$ cat src/rtl/blind_clear_seq.sv
module blind_clear_seq #(
  parameter int N_CH  = 32,
  parameter int N_GRP = 4
) (
  input  logic             clk,
  input  logic             rst_n,
  input  logic             ctl_clk,
  input  logic             ser_in,
  input  logic             str_gate,
  input  logic             str_clr,
  input  logic             mode_stop,
  output logic             ser_out,
  output logic [N_CH-1:0]  gate_out,
  output logic [N_CH-1:0]  clear_out,
  output logic [N_GRP-1:0] noisy_en,
  output logic             bias_boost
);
  localparam int GRP_W = N_CH / N_GRP;

  logic            ctl_q, gate_q, pend;
  logic [N_CH-1:0] sel, a_lat, noisy_ch;

  wire clk_rise  = ctl_clk & ~ctl_q;
  wire clk_fall  = ~ctl_clk & ctl_q;
  wire strb_rise = str_gate & ~gate_q;
  wire strb_fall = ~str_gate & gate_q;
  wire qual      = mode_stop ? str_clr : ctl_clk;
  wire request   = strb_fall & qual;
  wire any_noisy = |noisy_en;

  always_ff @(posedge clk) begin
    if (!rst_n) begin
      ctl_q    <= 1'b0;
      gate_q   <= 1'b0;
      sel      <= '0;
      a_lat    <= '0;
      noisy_en <= '0;
      pend     <= 1'b0;
    end else begin
      ctl_q  <= ctl_clk;
      gate_q <= str_gate;
      if (clk_rise) sel <= {sel[N_CH-2:0], ser_in};
      if (strb_rise)      a_lat <= sel;
      else if (clk_fall)  a_lat <= '0;
      if (clk_rise && pend)
        noisy_en <= any_noisy ? (noisy_en << 1) : N_GRP'(1);
      if (request)       pend <= 1'b1;
      else if (clk_rise) pend <= 1'b0;
    end
  end

  for (genvar i = 0; i < N_CH; i++) begin : g_ch
    assign noisy_ch[i]  = noisy_en[i / GRP_W];
    assign clear_out[i] = noisy_ch[i] ? ~a_lat[i] : (a_lat[i] & str_clr);
  end

  assign gate_out   = (sel & {N_CH{str_gate}}) | (a_lat & {N_CH{~any_noisy}});
  assign ser_out    = sel[N_CH-1];
  assign bias_boost = pend | any_noisy;
endmodule

$ cat config.mk
export PLATFORM = sky130hd
export DESIGN_NAME = blind_clear_seq
export DESIGN_NICKNAME = d
export VERILOG_FILES = /design/src/rtl/blind_clear_seq.sv
export SDC_FILE = /design/constraint.sdc
export NUM_CORES = 1
export LEC_CHECK = 0
export ABC_AREA = 0
export BUFFER_PORTS_ARGS = -buffer_cell sky130_fd_sc_hd__buf_2
export CAP_MARGIN = 20
export CORE_UTILIZATION = 45
export DETAILED_ROUTE_END_ITERATION = 10
export PLACE_DENSITY = 0.69
export RECOVER_POWER = 100
export SLEW_MARGIN = 20
export SYNTH_ARGS = -nofsm -noshare
export SYNTH_HDL_FRONTEND = slang
export SYNTH_SLANG_ARGS = --single-unit
$ cat constraint.sdc
create_clock -name clk -period 1.5 [get_ports clk]
set_clock_uncertainty 0.1 [all_clocks]
set_input_delay 0.075 -clock clk [delete_from_list [all_inputs] [get_ports clk]]
set_output_delay 0.075 -clock clk [all_outputs]
set_load 0.05 [all_outputs]
* Yosys cells after proc, flatten, opt, wreduce, memory -nomap -nowiden
Index checks and enable logic that the tools add are counted.
Cells by class: muxes and demuxes 38, bitwise logic cells 78, reductions and logical operators 4
Operators by type and width (number):
- $and A32 B32 Y32 | 2
- $mux W32 | 2
- $and A1 B1 Y1 | 37
- $not A1 Y1 | 37
- $mux W1 | 35
- $or A32 B32 Y32 | 1
- $mux W4 | 1
- $reduce_bool A2 Y1 | 2
- $reduce_or A4 Y1 | 1
- $logic_and A1 B1 Y1 | 1
- $or A1 B1 Y1 | 1
Storage, ports and cells: flip-flop bits (word level) 71, input port bits 7, output and inout port bits 70

* Depth between registers and ports, before layout
Gate-level depths: netlist of the first run.
word-level depth 4, mapped depth 6, mapped depth without buffers 3

* Worst setup path before layout of the first run
Ideal clock, no wire load.
path kind register to output, from reg noisy_en[3], to out clear_out[24], arrival time 2.226 ns, required time 1.325 ns, setup slack -0.901 ns, cell stages (with the launch flop) 4, buffers on the path 1, cell sequence dfxtp_1 -> inv_1 -> clkbuf_1 -> o21ai_0
On the way: word-level cells in the longest chain between the ends 1
Ends and longest elaborated chain:
- start, declared | line 15 | output logic [N_GRP-1:0] noisy_en,
- start signal, assigned | line 46 | noisy_en <= any_noisy ? (noisy_en << 1) : N_GRP'(1);
- $mux W1 | line 54 | assign clear_out[i] = noisy_ch[i] ? ~a_lat[i] : (a_lat[i] & str_clr);
- end, declared | line 14 | output logic [N_CH-1:0] clear_out,
No other way between the ends.

* Worst setup path after layout of the first run
from reg noisy_en[2], to out gate_out[26]
On the way: word-level cells in the longest chain between the ends 4
Ends and longest elaborated chain:
- $reduce_or A4 Y1 | line 29 | wire any_noisy = |noisy_en;
- $not A1 Y1 | line 57 | assign gate_out = (sel & {N_CH{str_gate}}) | (a_lat & {N_CH{~any_noisy}});
- $and A32 B32 Y32 | line 57
- $or A32 B32 Y32 | line 57
- end, declared | line 13 | output logic [N_CH-1:0] gate_out,
No other way between the ends.

==> results of run 1 <==
final cells by class:
type | count | area share [%]
clock buffers | 12 | 3.49
clock inverters | 4 | 0.989
inverters | 3 | 0.297
multi-input cells | 240 | 40.6
flip-flops and latches | 71 | 28.3
well taps | 96 | 2.37
repair buffers | 110 | 23.8
repair inverters | 1 | 0.148
final timing paths:
kind	slack, ns	depth (start not counted)	from	to
worst max-delay path	-0.27	5	noisy_en[2]$_SDFFE_PN0P_	gate_out[26]
worst max register to register	0.09	2	gate_q$_SDFF_PN0_	a_lat[13]$_SDFFE_PN0P_
worst min-delay path	0.10	3	rst_n	sel[9]$_SDFFE_PN0P_
worst min register to register	0.39	2	sel[6]$_SDFFE_PN0P_	sel[7]$_SDFFE_PN0P_
power by group:
part           internal [mW]  switching [mW]  total [mW]
Sequential              1.89          0.0101        1.90
Clock                  0.957           0.743        1.70
Combinational          0.101           0.189       0.290
synth_stat cells, drive strengths merged, types with 3 or more instances:
| cell | instances | area, um2 |
|---|---|---|
| nand2 | 81 | 304 |
| dfxtp | 71 | 1420 |
| a22o | 64 | 561 |
| a21boi | 33 | 248 |
| buf | 20 | 146 |
| mux2i | 14 | 140 |
| nand3 | 14 | 70.1 |
| clkbuf | 12 | 45.0 |
| o21ai | 12 | 60.1 |
| mux2 | 11 | 124 |
| nor2b | 4 | 32.5 |
| inv | 3 | 11.3 |
through the flow:
step | worst slack [ns] | power (mW) | cell area [um2] | utilization [%]
2_1_floorplan | -0.0416 | 2.14 | 3620 | -
3_3_place_gp | -0.00657 | 2.19 | 4050 | 59.0
3_5_place_dp | -0.0431 | 2.20 | 4050 | 59.0
4_1_cts | -0.264 | 3.90 | 5010 | 73.0
5_1_grt | -0.331 | 3.99 | 5060 | 73.6
6_report | -0.274 | 3.89 | 5060 | 73.6
routing by layer:
metal	global-route usage (%)	wire [um]	share of wire, %	vias to the layer above
li1	-	-	-	1433
met3	5.71	334	3.8	15
met1	33.2	3950	45	1453
met5	0	0	0	-
met4	8.64	131	1.5	0
met2	39.5	4410	50	75
worst min-delay path, cell delays in order:
cell and delay (ns):
buf_2 0.11, buf_4 0.19, a21boi_1 0.14
timing repair:
action | 4_1_cts | 5_1_grt
gates resized for setup | 165 | 19
pin swaps | 6 | 0
hold buffers | 5 | 0
cloned | 4 | 0
endpoints found under the hold margin | 4 | 0
setup endpoints to repair | 66 | 65
setup buffers | 10 | 0
flip-flops by register name, summed over array words and instances (netlist names):
register / flops
sel: 32
pend: 1
gate_q: 1
a_lat: 32
ctl_q: 1
noisy_en: 4
cells by family (layout without fill, tap and decap cells):
| logic type | Yosys count | count (layout) | synth area share, % |
|---|---|---|---|
| AOI/OAI and AO/OA | 110 | 110 | 27.4 |
| buffers and inverters | 35 | 130 | 6.26 |
| DFF | 71 | 71 | 43.9 |
| muxes | 25 | 25 | 8.15 |
| and+or+nand+nor | 105 | 105 | 14.3 |
==> impl_metrics.yaml, run 1 <==
outcome:
  status: "finished, violations left"
  failed_checks: "negative setup slack"
grt:
  antenna_found_initial: 0
  grt_pass1_vias: 2811
  grt_pass1_wl_um: 14400
  grt.total_usage_pct: 24.9
  grt_start_max_net_pins: 33
  grt.overflow.total: 0
setup_path:
  cpMaxStageDelayCell: "dfxtp_2"
  path_cells: "nor4_4 > buf_4 > buf_8 > a22o_2 > buf_8"
  arrival_ns: 1.60
  cp_top_family: "buffers and inverters"
  critPathKind: "reg -> out"
  max_stage_delay_ns: 0.35
  startpoint_type: "flip-flop"
  cp_max_fo: 10
  crit_top_cell: "buf_8"
  crit_path_end_kind: "primary output"
  critical_path_buf_inv_count: 3
  crit_required_ns: 1.32
clocking:
  cts_tree: "done"
  clock_path_buffers: 2
  cts_max_level: 3
  cts.sinks: 71
  clk_latency_ns: 0.35
  root_buffer: "clkbuf_8"
  cts_made_buffers: 9
  clkTransAtPathRegs_ns: 0.08
timing:
  fmax_mhz: 564
  timing.hold.ws_ns: 0.104
  rsz0062_at_grt: "yes"
  relSlewSlack_pct: 47.1
  setup_viol: 60
  tightest_slew_ns: 0.791
  tns_ns: -10.41
  finalHoldViolCount: 0
  min_period_ns: 1.77
  worst_slack_ns: -0.274
  period_share_pct: 118
  slew_viol_final: 0
finish:
  fin_cells: 537
  diodes: 0
  multiInputGateArea_mm2: 0.00205
  layout.nets: 443
  regArea_mm2: 0.00143
  most-common-layout-cells: "81 x nand2_1, 67 x dfxtp_1, 37 x buf_6, 32 x a22o_1, 29 x buf_8"
  layout-drive-gt1-share_pct: 45.6
  nFillCells: 454
  syn2layout_area_growth_pct: 56.2
  final_common_cell: "nand2_1"
placed_design:
  gp_congestion: 0.751
  dp.final_hpwl_um: 5110
  numPlacedInstances: 503
  io_buffers: 76
drt:
  drt_iter0_drc: 108
  final_antenna_net_count: 0
  wl_um: 8820
  vias: 2976
  drc: 0
  wl_per_cell_um: 16.4
  vias_per_cell: 5.54
  drt_pass1_iterations: 5
synthesis:
  synthCells: 346
  seq_area_frac_synth_pct: 43.9
  synthesis.nets: 353
  ys_seq_elements: 71
  synth_cell_types: 23
  netlist_area_mm2: 0.00324
  yosysWarnings: 0
  synth-edff-count: 0
  postSynthAreaPerCell_um2: 9.36
  async_flop_share_pct: 0
  synthFlopType: "dfxtp_1"
die:
  dieHeight_um: 86.8
  core_area_mm2: 0.00687
  row_count: 30
  die_area_mm2: 0.00754
  io_pins: 77
  die_w_um: 86.8
  start_util_pct: 47.2
power:
  power.density_mw_per_mm2: 768
  peakVddDrop_mv: 0.661
  p_leak_nw: 2.05
run:
  drv_cap: 0
hold_path:
  hp-class: "in -> reg"
Power figures use the tool's default switching activity.
==> inputs of run 2 (changes only) <==
--- a/config.mk
+++ b/config.mk
@@ -9,6 +9,6 @@
 export BUFFER_PORTS_ARGS = -buffer_cell sky130_fd_sc_hd__buf_2
-export CAP_MARGIN = 20
-export CORE_UTILIZATION = 45
+export CAP_MARGIN = 40
+export CORE_UTILIZATION = 35
 export DETAILED_ROUTE_END_ITERATION = 10
-export PLACE_DENSITY = 0.69
+export PLACE_DENSITY = 0.56
 export RECOVER_POWER = 100
==> constraint.sdc (replaced) <==
create_clock -name clk -period 1.5 [get_ports clk]
set_clock_uncertainty 0.1 [all_clocks]
set_input_delay 0 -clock clk [delete_from_list [all_inputs] [get_ports clk]]
set_output_delay 0 -clock clk [all_outputs]
set_load 0.05 [all_outputs]
==> impl_metrics.yaml, run 2 (synthesis results as in run 1) <==
finish:
  layout-drive-gt1-share_pct: 43.3
  final_common_cell: "nand2_1"
  syn2layout_area_growth_pct: 49.4
  diodes: 0
  most-common-layout-cells: "81 x nand2_1, 67 x dfxtp_1, 42 x buf_6, 34 x a22o_1, 21 x a22o_2"
  layout.nets: 438
  top_regs: "a_lat x32, sel x32, noisy_en x4"
clocking:
  root_buffer: "clkbuf_8"
  clkTransAtPathRegs_ns: 0.07
  clk_latency_ns: 0.34
  cts_tree: "done"
  cts_made_buffers: 9
  clock_path_buffers: 2
  cts.sinks: 71
  cts_max_level: 3
hold_path:
  hp-class: "in -> reg"
grt:
  grt.total_usage_pct: 18.0
  antenna_found_initial: 0
  grt.overflow.total: 0
  grt_start_max_net_pins: 33
  grt_pass1_vias: 2652
  grt_pass1_wl_um: 13700
timing:
  slew_viol_final: 0
  finalHoldViolCount: 0
  period_share_pct: 113
  relSlewSlack_pct: 58.4
  rsz0062_at_grt: "yes"
  fmax_mhz: 589
  tightest_slew_ns: 0.627
  setup_viol: 40
  tns_ns: -5.95
  worst_slack_ns: -0.197
  min_period_ns: 1.70
die:
  io_pins: 77
  row_count: 34
  die_w_um: 98.2
  die_area_mm2: 0.00964
  core_area_mm2: 0.00885
  start_util_pct: 36.6
  dieHeight_um: 98.2
setup_path:
  cp_max_fo: 9
  critPathKind: "reg -> out"
  path_cells: "nor4_4 > buf_6 > clkbuf_16 > a22o_2 > buf_8"
  startpoint_type: "flip-flop"
  crit_required_ns: 1.40
  crit_path_end_kind: "primary output"
  cpMaxStageDelayCell: "dfxtp_2"
  arrival_ns: 1.60
  max_stage_delay_ns: 0.34
drt:
  wl_um: 8970
  final_antenna_net_count: 0
  vias: 2859
  drc: 6
  drt_iter0_drc: 135
  vias_per_cell: 5.26
  drt_pass1_iterations: 7
  wl_per_cell_um: 16.5
placed_design:
  dp.final_hpwl_um: 5530
  io_buffers: 76
  pre_cts_ws_ns: 0.0314
  gp_congestion: 0.729
outcome:
  failed_checks: "design-rule violations, negative setup slack"
  status: "finished, violations left"
power:
  p_leak_nw: 1.95
  peakVddDrop_mv: 0.485
  power.density_mw_per_mm2: 864
run:
  drv_cap: 0
run 2: cell count changes in the layout (fill, tap and decap cells not counted), sizes merged:
| cell | before | now |
|---|---|---|
| buf | 96 | 85 |
| clkinvlp | 4 | 1 |
| clkbuf | 21 | 24 |
| bufinv | 1 | 4 |
| clkinv | 1 | 3 |
| nor2b | 4 | 5 |
run 2: final timing paths:
path	from	end	slack, ns	depth (start not counted)
worst max register to register	gate_q$_SDFF_PN0_	a_lat[15]$_SDFFE_PN0P_	0.12	2
worst min register to register	sel[8]$_SDFFE_PN0P_	sel[9]$_SDFFE_PN0P_	0.38	2
worst max-delay path	noisy_en[1]$_SDFFE_PN0P_	gate_out[1]	-0.20	5
worst min-delay path	rst_n	noisy_en[3]$_SDFFE_PN0P_	0.05	4
run 2: per-layer routing:
metal | up-vias | track usage, % | part of all wire [%]
met2 | 58 | 28.0 | 47
li1 | 1418 | - | -
met5 | - | 0 | 0
met4 | 0 | 7.23 | 1.5
met3 | 11 | 3.51 | 3.2
met1 | 1372 | 24.6 | 48
run 2: worst max-delay path, delay by kind of cell, from the launching register on:
kind                   cells  cell delay (ns)
AO/OA/AOI/OAI              1             0.15
buffers and inverters      3             0.49
flip-flops                 1             0.34
AND/OR/NAND/NOR            1             0.28
run 2: final cells by class:
| class | count | area (um2) |
|---|---|---|
| Timing Repair Buffer | 105 | 1030 |
| Sequential cell | 71 | 1430 |
| Clock inverter | 7 | 135 |
| Tap cell | 108 | 135 |
| Fill cell | 797 | 4010 |
| Multi-Input combinational cell | 241 | 1970 |
| Clock buffer | 9 | 124 |
| Inverter | 3 | 15.0 |
run 2: timing repair:
item / 4_1_cts / 5_1_grt
setup buffers: 4 / 1
hold buffers: 5 / 0
setup endpoints to repair: 65 / 75
cloned: 0 / 2
resized for setup: 108 / 31
pin swaps: 1 / 0
hold endpoints to repair: 4 / 0
run 2: metrics by stage:
step	util [%]	power (mW)	instances	area (um2)	hold slack, ns
6_report	54.7	4.18	544	4840	0.0477
5_1_grt	54.7	4.30	544	4840	0.0486
4_1_cts	52.9	4.20	541	4680	0.0196
3_5_place_dp	44.9	2.20	516	3970	0.163
3_3_place_gp	44.9	2.20	516	3970	0.160
2_1_floorplan	-	2.13	346	3500	0.0217
run 2: power by group:
group	total (mW)	switching, mW	internal (mW)
Clock	1.99	0.729	1.26
Combinational	0.289	0.191	0.0981
Sequential	1.90	0.0101	1.89
